`src/rtl/wbuf_pkg.sv`:
```
package wbuf_pkg;
  // Which source feeds the memory write port this cycle.
  typedef enum logic [1:0] {
    SRC_NONE  = 2'd0,
    SRC_QUEUE = 2'd1,
    SRC_PASS  = 2'd2
  } wbuf_src_e;
endpackage

```
`src/rtl/wbuf_store.sv`:
```
// Entry storage: per entry a virtual tag, a physical tag, line data and byte flags.
module wbuf_store #(
  parameter int DEPTH      = 8,
  parameter int TAGW       = 28,
  parameter int LINE_BYTES = 16,
  localparam int PW        = $clog2(DEPTH),
  localparam int LBITS     = LINE_BYTES * 8
) (
  input  logic                  clk,
  input  logic                  rst_n,
  input  logic                  wr_en,
  input  logic                  wr_new,
  input  logic [PW-1:0]         wr_idx,
  input  logic [TAGW-1:0]       wr_vtag,
  input  logic [TAGW-1:0]       wr_ptag,
  input  logic [LBITS-1:0]      wr_line,
  input  logic [LINE_BYTES-1:0] wr_flags,
  input  logic [PW-1:0]         head_idx,
  input  logic [PW-1:0]         newest_idx,
  output logic [LBITS-1:0]      head_line,
  output logic [LINE_BYTES-1:0] head_flags,
  output logic [TAGW-1:0]       head_ptag,
  output logic [TAGW-1:0]       newest_vtag,
  output logic [DEPTH*TAGW-1:0] ptag_all
);
  logic [TAGW-1:0]       vtag_arr  [DEPTH];
  logic [TAGW-1:0]       ptag_arr  [DEPTH];
  logic [LBITS-1:0]      line_arr  [DEPTH];
  logic [LINE_BYTES-1:0] flags_arr [DEPTH];

  for (genvar i = 0; i < DEPTH; i++) begin : g_ent
    logic                  sel;
    logic [TAGW-1:0]       vtag_q, vtag_d, ptag_q, ptag_d;
    logic [LBITS-1:0]      line_q, line_d;
    logic [LINE_BYTES-1:0] flags_q, flags_d;

    assign sel = wr_en && (wr_idx == PW'(i));

    always_comb begin
      vtag_d  = vtag_q;
      ptag_d  = ptag_q;
      line_d  = line_q;
      flags_d = flags_q;
      if (wr_new) begin
        vtag_d  = wr_vtag;
        ptag_d  = wr_ptag;
        line_d  = wr_line;
        flags_d = wr_flags;
      end else begin
        for (int b = 0; b < LINE_BYTES; b++) begin
          if (wr_flags[b]) line_d[b*8 +: 8] = wr_line[b*8 +: 8];
        end
        flags_d = flags_q | wr_flags;
      end
    end

    always_ff @(posedge clk or negedge rst_n) begin
      if (!rst_n) begin
        vtag_q  <= '0;
        ptag_q  <= '0;
        line_q  <= '0;
        flags_q <= '0;
      end else if (sel) begin
        vtag_q  <= vtag_d;
        ptag_q  <= ptag_d;
        line_q  <= line_d;
        flags_q <= flags_d;
      end
    end

    assign vtag_arr[i]               = vtag_q;
    assign ptag_arr[i]               = ptag_q;
    assign line_arr[i]               = line_q;
    assign flags_arr[i]              = flags_q;
    assign ptag_all[i*TAGW +: TAGW]  = ptag_q;
  end

  assign head_line   = line_arr[head_idx];
  assign head_flags  = flags_arr[head_idx];
  assign head_ptag   = ptag_arr[head_idx];
  assign newest_vtag = vtag_arr[newest_idx];
endmodule

```
`src/rtl/wbuf_match.sv`:
```
// Compares a read-miss region against the physical tag of every occupied entry.
module wbuf_match #(
  parameter int DEPTH = 8,
  parameter int TAGW  = 28,
  localparam int PW   = $clog2(DEPTH)
) (
  input  logic [DEPTH*TAGW-1:0] ptag_all,
  input  logic [PW-1:0]         head_idx,
  input  logic [PW:0]           count,
  input  logic                  probe_en,
  input  logic [TAGW-1:0]       probe_tag,
  output logic                  hit
);
  logic [DEPTH-1:0] hit_vec;

  for (genvar i = 0; i < DEPTH; i++) begin : g_cmp
    logic [PW-1:0] rel;
    assign rel        = PW'(i) - head_idx;
    assign hit_vec[i] = ({1'b0, rel} < count) && (ptag_all[i*TAGW +: TAGW] == probe_tag);
  end

  assign hit = probe_en && (|hit_vec);
endmodule

```
`src/rtl/merging_write_buffer.sv`:
```
// DEPTH must be a power of two (pointer wrap by truncation).
module merging_write_buffer #(
  parameter int DEPTH      = 8,
  parameter int AW         = 32,
  parameter int LINE_BYTES = 16,
  parameter int WORD_BYTES = 4,
  localparam int LBITS     = LINE_BYTES * 8,
  localparam int WBITS     = WORD_BYTES * 8
) (
  input  logic                  clk,
  input  logic                  rst_n,
  input  logic                  buf_enable,
  input  logic                  wr_valid,
  output logic                  wr_ready,
  input  logic                  wr_bufferable,
  input  logic [AW-1:0]         wr_vaddr,
  input  logic [AW-1:0]         wr_paddr,
  input  logic [WBITS-1:0]      wr_data,
  input  logic [WORD_BYTES-1:0] wr_strb,
  input  logic                  rd_check,
  input  logic [AW-1:0]         rd_paddr,
  output logic                  rd_stall,
  input  logic                  drain_req,
  output logic                  drain_wait,
  output logic                  mem_valid,
  input  logic                  mem_ready,
  output logic [AW-1:0]         mem_addr,
  output logic [LBITS-1:0]      mem_data,
  output logic [LINE_BYTES-1:0] mem_strb
);
  import wbuf_pkg::*;

  localparam int OFS   = $clog2(LINE_BYTES);
  localparam int WOFS  = $clog2(WORD_BYTES);
  localparam int LANES = LINE_BYTES / WORD_BYTES;
  localparam int LW    = (LANES > 1) ? $clog2(LANES) : 1;
  localparam int TAGW  = AW - OFS;
  localparam int PW    = $clog2(DEPTH);
  localparam int CW    = PW + 1;

  // Queue pointers and occupancy
  logic [CW-1:0] count_q, count_d;
  logic [PW-1:0] head_q, head_d, tail_q, tail_d, newest_idx;

  // Incoming write placed in its line lane
  logic [LW-1:0]         lane;
  logic [LBITS-1:0]      line_in;
  logic [LINE_BYTES-1:0] flags_in;

  logic buffered, q_empty, newest_open, merge_hit, alloc_ok, pass_ok;
  logic wr_fire, push, merge, pop;
  wbuf_src_e src;

  logic [LBITS-1:0]      head_line;
  logic [LINE_BYTES-1:0] head_flags;
  logic [TAGW-1:0]       head_ptag, newest_vtag;
  logic [DEPTH*TAGW-1:0] ptag_all;

  assign lane = LW'(wr_vaddr[OFS-1:WOFS]);

  always_comb begin
    line_in  = '0;
    flags_in = '0;
    line_in[lane*WBITS +: WBITS]       = wr_data;
    flags_in[lane*WORD_BYTES +: WORD_BYTES] = wr_strb;
  end

  // Write acceptance
  assign newest_idx  = tail_q - PW'(1);
  assign buffered    = buf_enable && wr_bufferable;
  assign q_empty     = (count_q == '0);
  assign newest_open = (count_q > CW'(1));
  assign merge_hit   = buffered && newest_open && (newest_vtag == wr_vaddr[AW-1:OFS]);
  assign alloc_ok    = buffered && !merge_hit && (count_q < CW'(DEPTH));
  assign pass_ok     = !buffered && q_empty;
  assign wr_ready    = merge_hit || alloc_ok || (pass_ok && mem_ready);
  assign wr_fire     = wr_valid && wr_ready;
  assign push        = wr_fire && alloc_ok;
  assign merge       = wr_fire && merge_hit;
  assign pop         = !q_empty && mem_ready;

  // Memory port source select
  always_comb begin
    src = SRC_NONE;
    if (!q_empty)                    src = SRC_QUEUE;
    else if (wr_valid && !buffered)  src = SRC_PASS;
  end

  always_comb begin
    mem_valid = 1'b0;
    mem_addr  = '0;
    mem_data  = '0;
    mem_strb  = '0;
    unique case (src)
      SRC_QUEUE: begin
        mem_valid = 1'b1;
        mem_addr  = {head_ptag, {OFS{1'b0}}};
        mem_data  = head_line;
        mem_strb  = head_flags;
      end
      SRC_PASS: begin
        mem_valid = 1'b1;
        mem_addr  = {wr_paddr[AW-1:OFS], {OFS{1'b0}}};
        mem_data  = line_in;
        mem_strb  = flags_in;
      end
      default: ;
    endcase
  end

  assign drain_wait = drain_req && !q_empty;

  // Next state
  always_comb begin
    count_d = count_q + CW'(push) - CW'(pop);
    head_d  = pop  ? head_q + PW'(1) : head_q;
    tail_d  = push ? tail_q + PW'(1) : tail_q;
  end

  always_ff @(posedge clk or negedge rst_n) begin
    if (!rst_n) begin
      count_q <= '0;
      head_q  <= '0;
      tail_q  <= '0;
    end else begin
      if (push || pop) count_q <= count_d;
      if (pop)         head_q  <= head_d;
      if (push)        tail_q  <= tail_d;
    end
  end

  wbuf_store #(.DEPTH(DEPTH), .TAGW(TAGW), .LINE_BYTES(LINE_BYTES)) u_store (
    .clk         (clk),
    .rst_n       (rst_n),
    .wr_en       (push || merge),
    .wr_new      (push),
    .wr_idx      (push ? tail_q : newest_idx),
    .wr_vtag     (wr_vaddr[AW-1:OFS]),
    .wr_ptag     (wr_paddr[AW-1:OFS]),
    .wr_line     (line_in),
    .wr_flags    (flags_in),
    .head_idx    (head_q),
    .newest_idx  (newest_idx),
    .head_line   (head_line),
    .head_flags  (head_flags),
    .head_ptag   (head_ptag),
    .newest_vtag (newest_vtag),
    .ptag_all    (ptag_all)
  );

  wbuf_match #(.DEPTH(DEPTH), .TAGW(TAGW)) u_match (
    .ptag_all  (ptag_all),
    .head_idx  (head_q),
    .count     (count_q),
    .probe_en  (rd_check),
    .probe_tag (rd_paddr[AW-1:OFS]),
    .hit       (rd_stall)
  );
endmodule

```
`config.mk`:
```
export PLATFORM = sky130hd
export DESIGN_NAME = merging_write_buffer
export DESIGN_NICKNAME = d
export VERILOG_FILES = /design/src/rtl/wbuf_pkg.sv /design/src/rtl/wbuf_store.sv /design/src/rtl/wbuf_match.sv /design/src/rtl/merging_write_buffer.sv
export SDC_FILE = /design/constraint.sdc
export NUM_CORES = 2
export LEC_CHECK = 0
export BUFFER_PORTS_ARGS = -buffer_cell sky130_fd_sc_hd__buf_2
export CORE_ASPECT_RATIO = 1.2
export CORE_MARGIN = 1.5
export CORE_UTILIZATION = 30
export CTS_BUF_LIST = sky130_fd_sc_hd__clkbuf_8
export DETAILED_ROUTE_END_ITERATION = 8
export GPL_ROUTABILITY_DRIVEN = 0
export GPL_TIMING_DRIVEN = 0
export SLEW_MARGIN = 5
export SYNTH_ARGS = -nofsm -noshare
export SYNTH_HDL_FRONTEND = slang
export SYNTH_SLANG_ARGS = --single-unit
```
`constraint.sdc`:
```
create_clock -name clk -period 6.7 [get_ports clk]
set_input_delay 1.005 -clock clk [delete_from_list [all_inputs] [get_ports clk]]
set_output_delay 1.005 -clock clk [all_outputs]
set_load 0.05 [all_outputs]
```
==> flow_summary.yaml <==
run_status:
  outcome: "finished, violations left"
  violations: "max-capacitance violations, max-slew violations, negative setup slack"
timing:
  worst_pin_slew_ps: 1540
  skew_ps: 86.2
  hold_viol: 0
  rsz0062_at_grt: "true"
  slew_headroom: -0.0248
  finalCritPeriodShare: 1.01
  drv_slew: 43
  final.setup.worst_slack_ps: -58.1
  min_period_ps: 6760
  setup_viol: 3
  holdWs_ps: 294
  clock.fmax_mhz: 148
  fin_setup_tns_ps: -64.2
setup_path:
  rrSetupSlack_ps: 0
  critPathRequiredTime_ps: 5690
  path_max_fanout: 10
  worst_setup_path_start_kind: "flop"
  critical_path_depth: 16
  cp_slowest_cell: "or4_4"
  end_kind: "primary output"
  path_cells: "clkbuf_4, buf_12, buf_8, inv_4, ha_4, buf_6, buf_6, mux4_2, xnor2_1, a21oi_1, nor4_2, o221ai_4, or4_4, buf_6, o211ai_1, buf_4"
  rr_worst_depth: 18
  critPathMaxStageDelay_ps: 540
  cp_num_buf_inv: 8
  r2r_end: "u_store.g_ent[0].line_q[93]"
  crit_top_cell: "buf_6"
  rr_startpoint: "tail_q[0]"
  crit_arrival_ps: 5750
  worst-setup-path-type: "flop to primary output"
  path_delay_family: "buffers and inverters"
drt:
  drt-total-wl_um: 354000
  drc_errors: 0
  wl_per_cell_um: 33.1
  antenna_left: 0
  drt-initial-drc-count: 9044
  viasPerCell: 5.89
  drt_first_pass_iters: 8
  vias: 63033
power_and_ir_drop:
  p_int_mw: 24.9
  combPwrFrac: 0.477
  p_clk_frac: 0.209
  seqPwrFrac: 0.313
  peakVddDrop_v: 0.000773
  switching_power_mw: 20.7
  sw_frac_of_total: 0.454
  p_per_area_nw_per_um2: 502
  p_leak_nw: 42.5
layout:
  regArea_um2: 40300
  multi_input_area_um2: 32300
  final_layout_size_suffix_gt1_frac: 0.269
  fin_util: 0.350
  layout.nets: 7218
  design_area_um2: 90900
  fillers: 25693
  synthToLayoutAreaGrowth_pct: 16.2
  fin_cells: 10710
hold_path:
  min_to: "u_store.g_ent[6].ptag_q[26]"
  hp-class: "input pin to flop"
  min-delay-start: "wr_paddr[30]"
  hold_path_depth: 2
global_routing:
  grt_pass1_wl_um: 488000
  grt_max_degree: 173
  grt_overflow_total: 0
  antenna_found_initial: 91
  grtUsageTotal: 0.262
  grt_pass1_vias: 62959
logic_synthesis:
  syn_area_per_cell_um2: 12.1
  netlist-cell-type-count: 71
  synth-seq-cells: 1610
  ys_warn_count: 0
  synth-edff-count: 0
  async_reset_ff_frac: 1.00
  ys_seq_area_frac: 0.515
  synth_area_um2: 78200
  synth_xor_area_frac: 0.0318
  synthMuxAreaShare: 0.201
  synth_cells: 6480
  synth-simple-area-share: 0.0336
  synth_top_family_by_area: "multiplexers"
  synth-compound-area-share: 0.139
  synth_fa_ha_area_frac: 0.00457
  ys.flop_type: "dfrtp_1"
floorplanning:
  rows: 205
  ios: 320
  die_y_um: 562
  die_area_um2: 264000
  core-area_um2: 260000
  die_w_um: 469
  initial_core_util: 0.301
clocking:
  clk_path_buf_depth: 4
  clk_latency_ps: 1110
  numCtsBuffers: 299
  cts.sinks: 1610
  ctsRootBufferMaster: "clkbuf_8"
  cts_tree: "done"
  htree_levels: 5
  clk_pin_slew_ps: 60
place:
  post-place-cells: 10153
  portBuffers: 217
  placed_cell_area_um2: 84500
  dpl.hpwl_um: 243000
job:
  cap_violations: 5
==> logic make-up (layout without fill, tap and decap cells) <==
logic type,after synthesis,after routing
compound gates,1537,1537
xor+xnor,282,282
fa+ha+maj,28,28
buf+inv,1425,2188
flops,1610,1610
mux,1029,1029
other cells,1,53
simple gates,568,568
==> registers in the layout (all words and copies together), names as in the netlist <==
signal                 count
count_q                    4
head_q                     3
u_store.g_ent.flags_q    128
u_store.g_ent.ptag_q     224
tail_q                     3
u_store.g_ent.line_q    1024
u_store.g_ent.vtag_q     224
==> how the worst max path moves through the flow <==
stage	slack, ps	startpoint	to
after floorplan	1760	tail_q[0]	wr_ready
after global placement	-29640	rst_n	u_store.g_ent[0].line_q[0]
after detailed placement	-1140	tail_q[0]	u_store.g_ent[5].line_q[7]
after CTS	-180	tail_q[0]	wr_ready
after global routing	-130	tail_q[0]	wr_ready
final	-60	tail_q[0]	wr_ready
==> per-layer routing <==
| layer | vias to the layer above | global-route usage | share of wire |
|---|---|---|---|
| met5 | - | 0.0115 | 0.0030 |
| met4 | 103 | 0.196 | 0.088 |
| met3 | 1495 | 0.128 | 0.14 |
| met2 | 4794 | 0.377 | 0.43 |
| met1 | 31952 | 0.299 | 0.34 |
| li1 | 24689 | - | - |
==> worst reg2reg max path, stage by stage (launching register included) <==
cell	delay, ps
dfrtp_1	390
clkbuf_4	230
buf_12	190
buf_8	200
inv_4	140
ha_4	330
buf_6	180
buf_6	220
mux4_2	350
xnor2_1	240
a21oi_1	130
nor4_2	340
o221ai_4	260
nor4_4	840
buf_2	440
buf_2	380
nand3_1	180
a22oi_1	1220
o22ai_1	260
==> Yosys cell counts (all sizes together) (2+ instances only) <==
cell	instances	area [um^2]
a32oi	8	70.1
and3	4	25.0
ha	27	338
o22ai	968	6250
nor2b	9	56.3
nand2	345	1310
a21oi	19	98.9
or2	3	18.8
inv	926	3480
o21ai	165	826
o2bb2ai	120	1050
mux4	390	8780
dfrtp	1610	40300
and2	16	100
nand4	47	294
nand3	37	190
clkbuf	194	728
nor4b	2	17.5
mux2i	189	1890
nand4b	2	17.5
or4	3	26.3
a22oi	86	771
a21boi	2	18.8
xnor2	148	1300
a22o	129	1130
and4	2	17.5
a21o	4	30.0
nor3	5	36.3
nor4	45	324
xor2	134	1190
a2bb2oi	21	428
nor2	45	169
buf	305	1640
a211oi	2	32.5
o2bb2a	7	91.3
mux2	450	5070
o211ai	2	15.0
==> cell type report <==
class,instances,area share
sequential,1610,0.443
multi-input combinational,3448,0.356
clock buffer,376,0.0569
tap,3415,0.0470
inverter,926,0.0383
buffer,499,0.0282
timing repair buffer,266,0.0221
clock inverter,121,0.00717
antenna,49,0.00135
==> per-stage QoR <==
stage / power (mW) / setup WS [ps]
3_3_place_gp: 34.6 / -29640
3_5_place_dp: 35.3 / -1140
6_report: 45.6 / -58.1
2_1_floorplan: 26.9 / 1760
4_1_cts: 44.9 / -183
5_1_grt: 46.8 / -131
==> cell usage in the layout, fill, tap and decap left out, types with 36 or more instances in the layout <==
cell and instances:
buf_2 415, mux4_2 390, clkbuf_1 142, nand2_1 343, nor2_1 44, inv_1 1006
xnor2_1 138, mux2i_1 187, clkbuf_2 51, nand4_1 47, o21ai_0 160, a22o_1 129
xor2_1 133, a22oi_2 36, mux2_2 422, diode_2 49, a22oi_1 50, o2bb2ai_1 120
buf_4 78, clkbuf_8 376, dfrtp_1 1610, nor4_1 41, o22ai_1 941
==> power by group through the flow <==
| stage | combinational [mW] | sequential (mW) | clock [mW] |
|---|---|---|---|
| after global placement | 20.4 | 14.2 | 0 |
| after floorplan | 13.1 | 13.8 | 0 |
| after detailed placement | 21.0 | 14.3 | 0 |
| after CTS | 21.1 | 14.2 | 9.55 |
| final | 21.8 | 14.3 | 9.55 |
| after global routing | 22.3 | 14.5 | 10.0 |
==> repair_timing <==
action,in CTS,in global routing
setup buffers,1,5
resized for setup,51,19
hold buffers,1,0
hold endpoints to repair,29,0
setup endpoints to repair,1587,207
pin swaps,1,2
(Power assumes the default switching activity.)
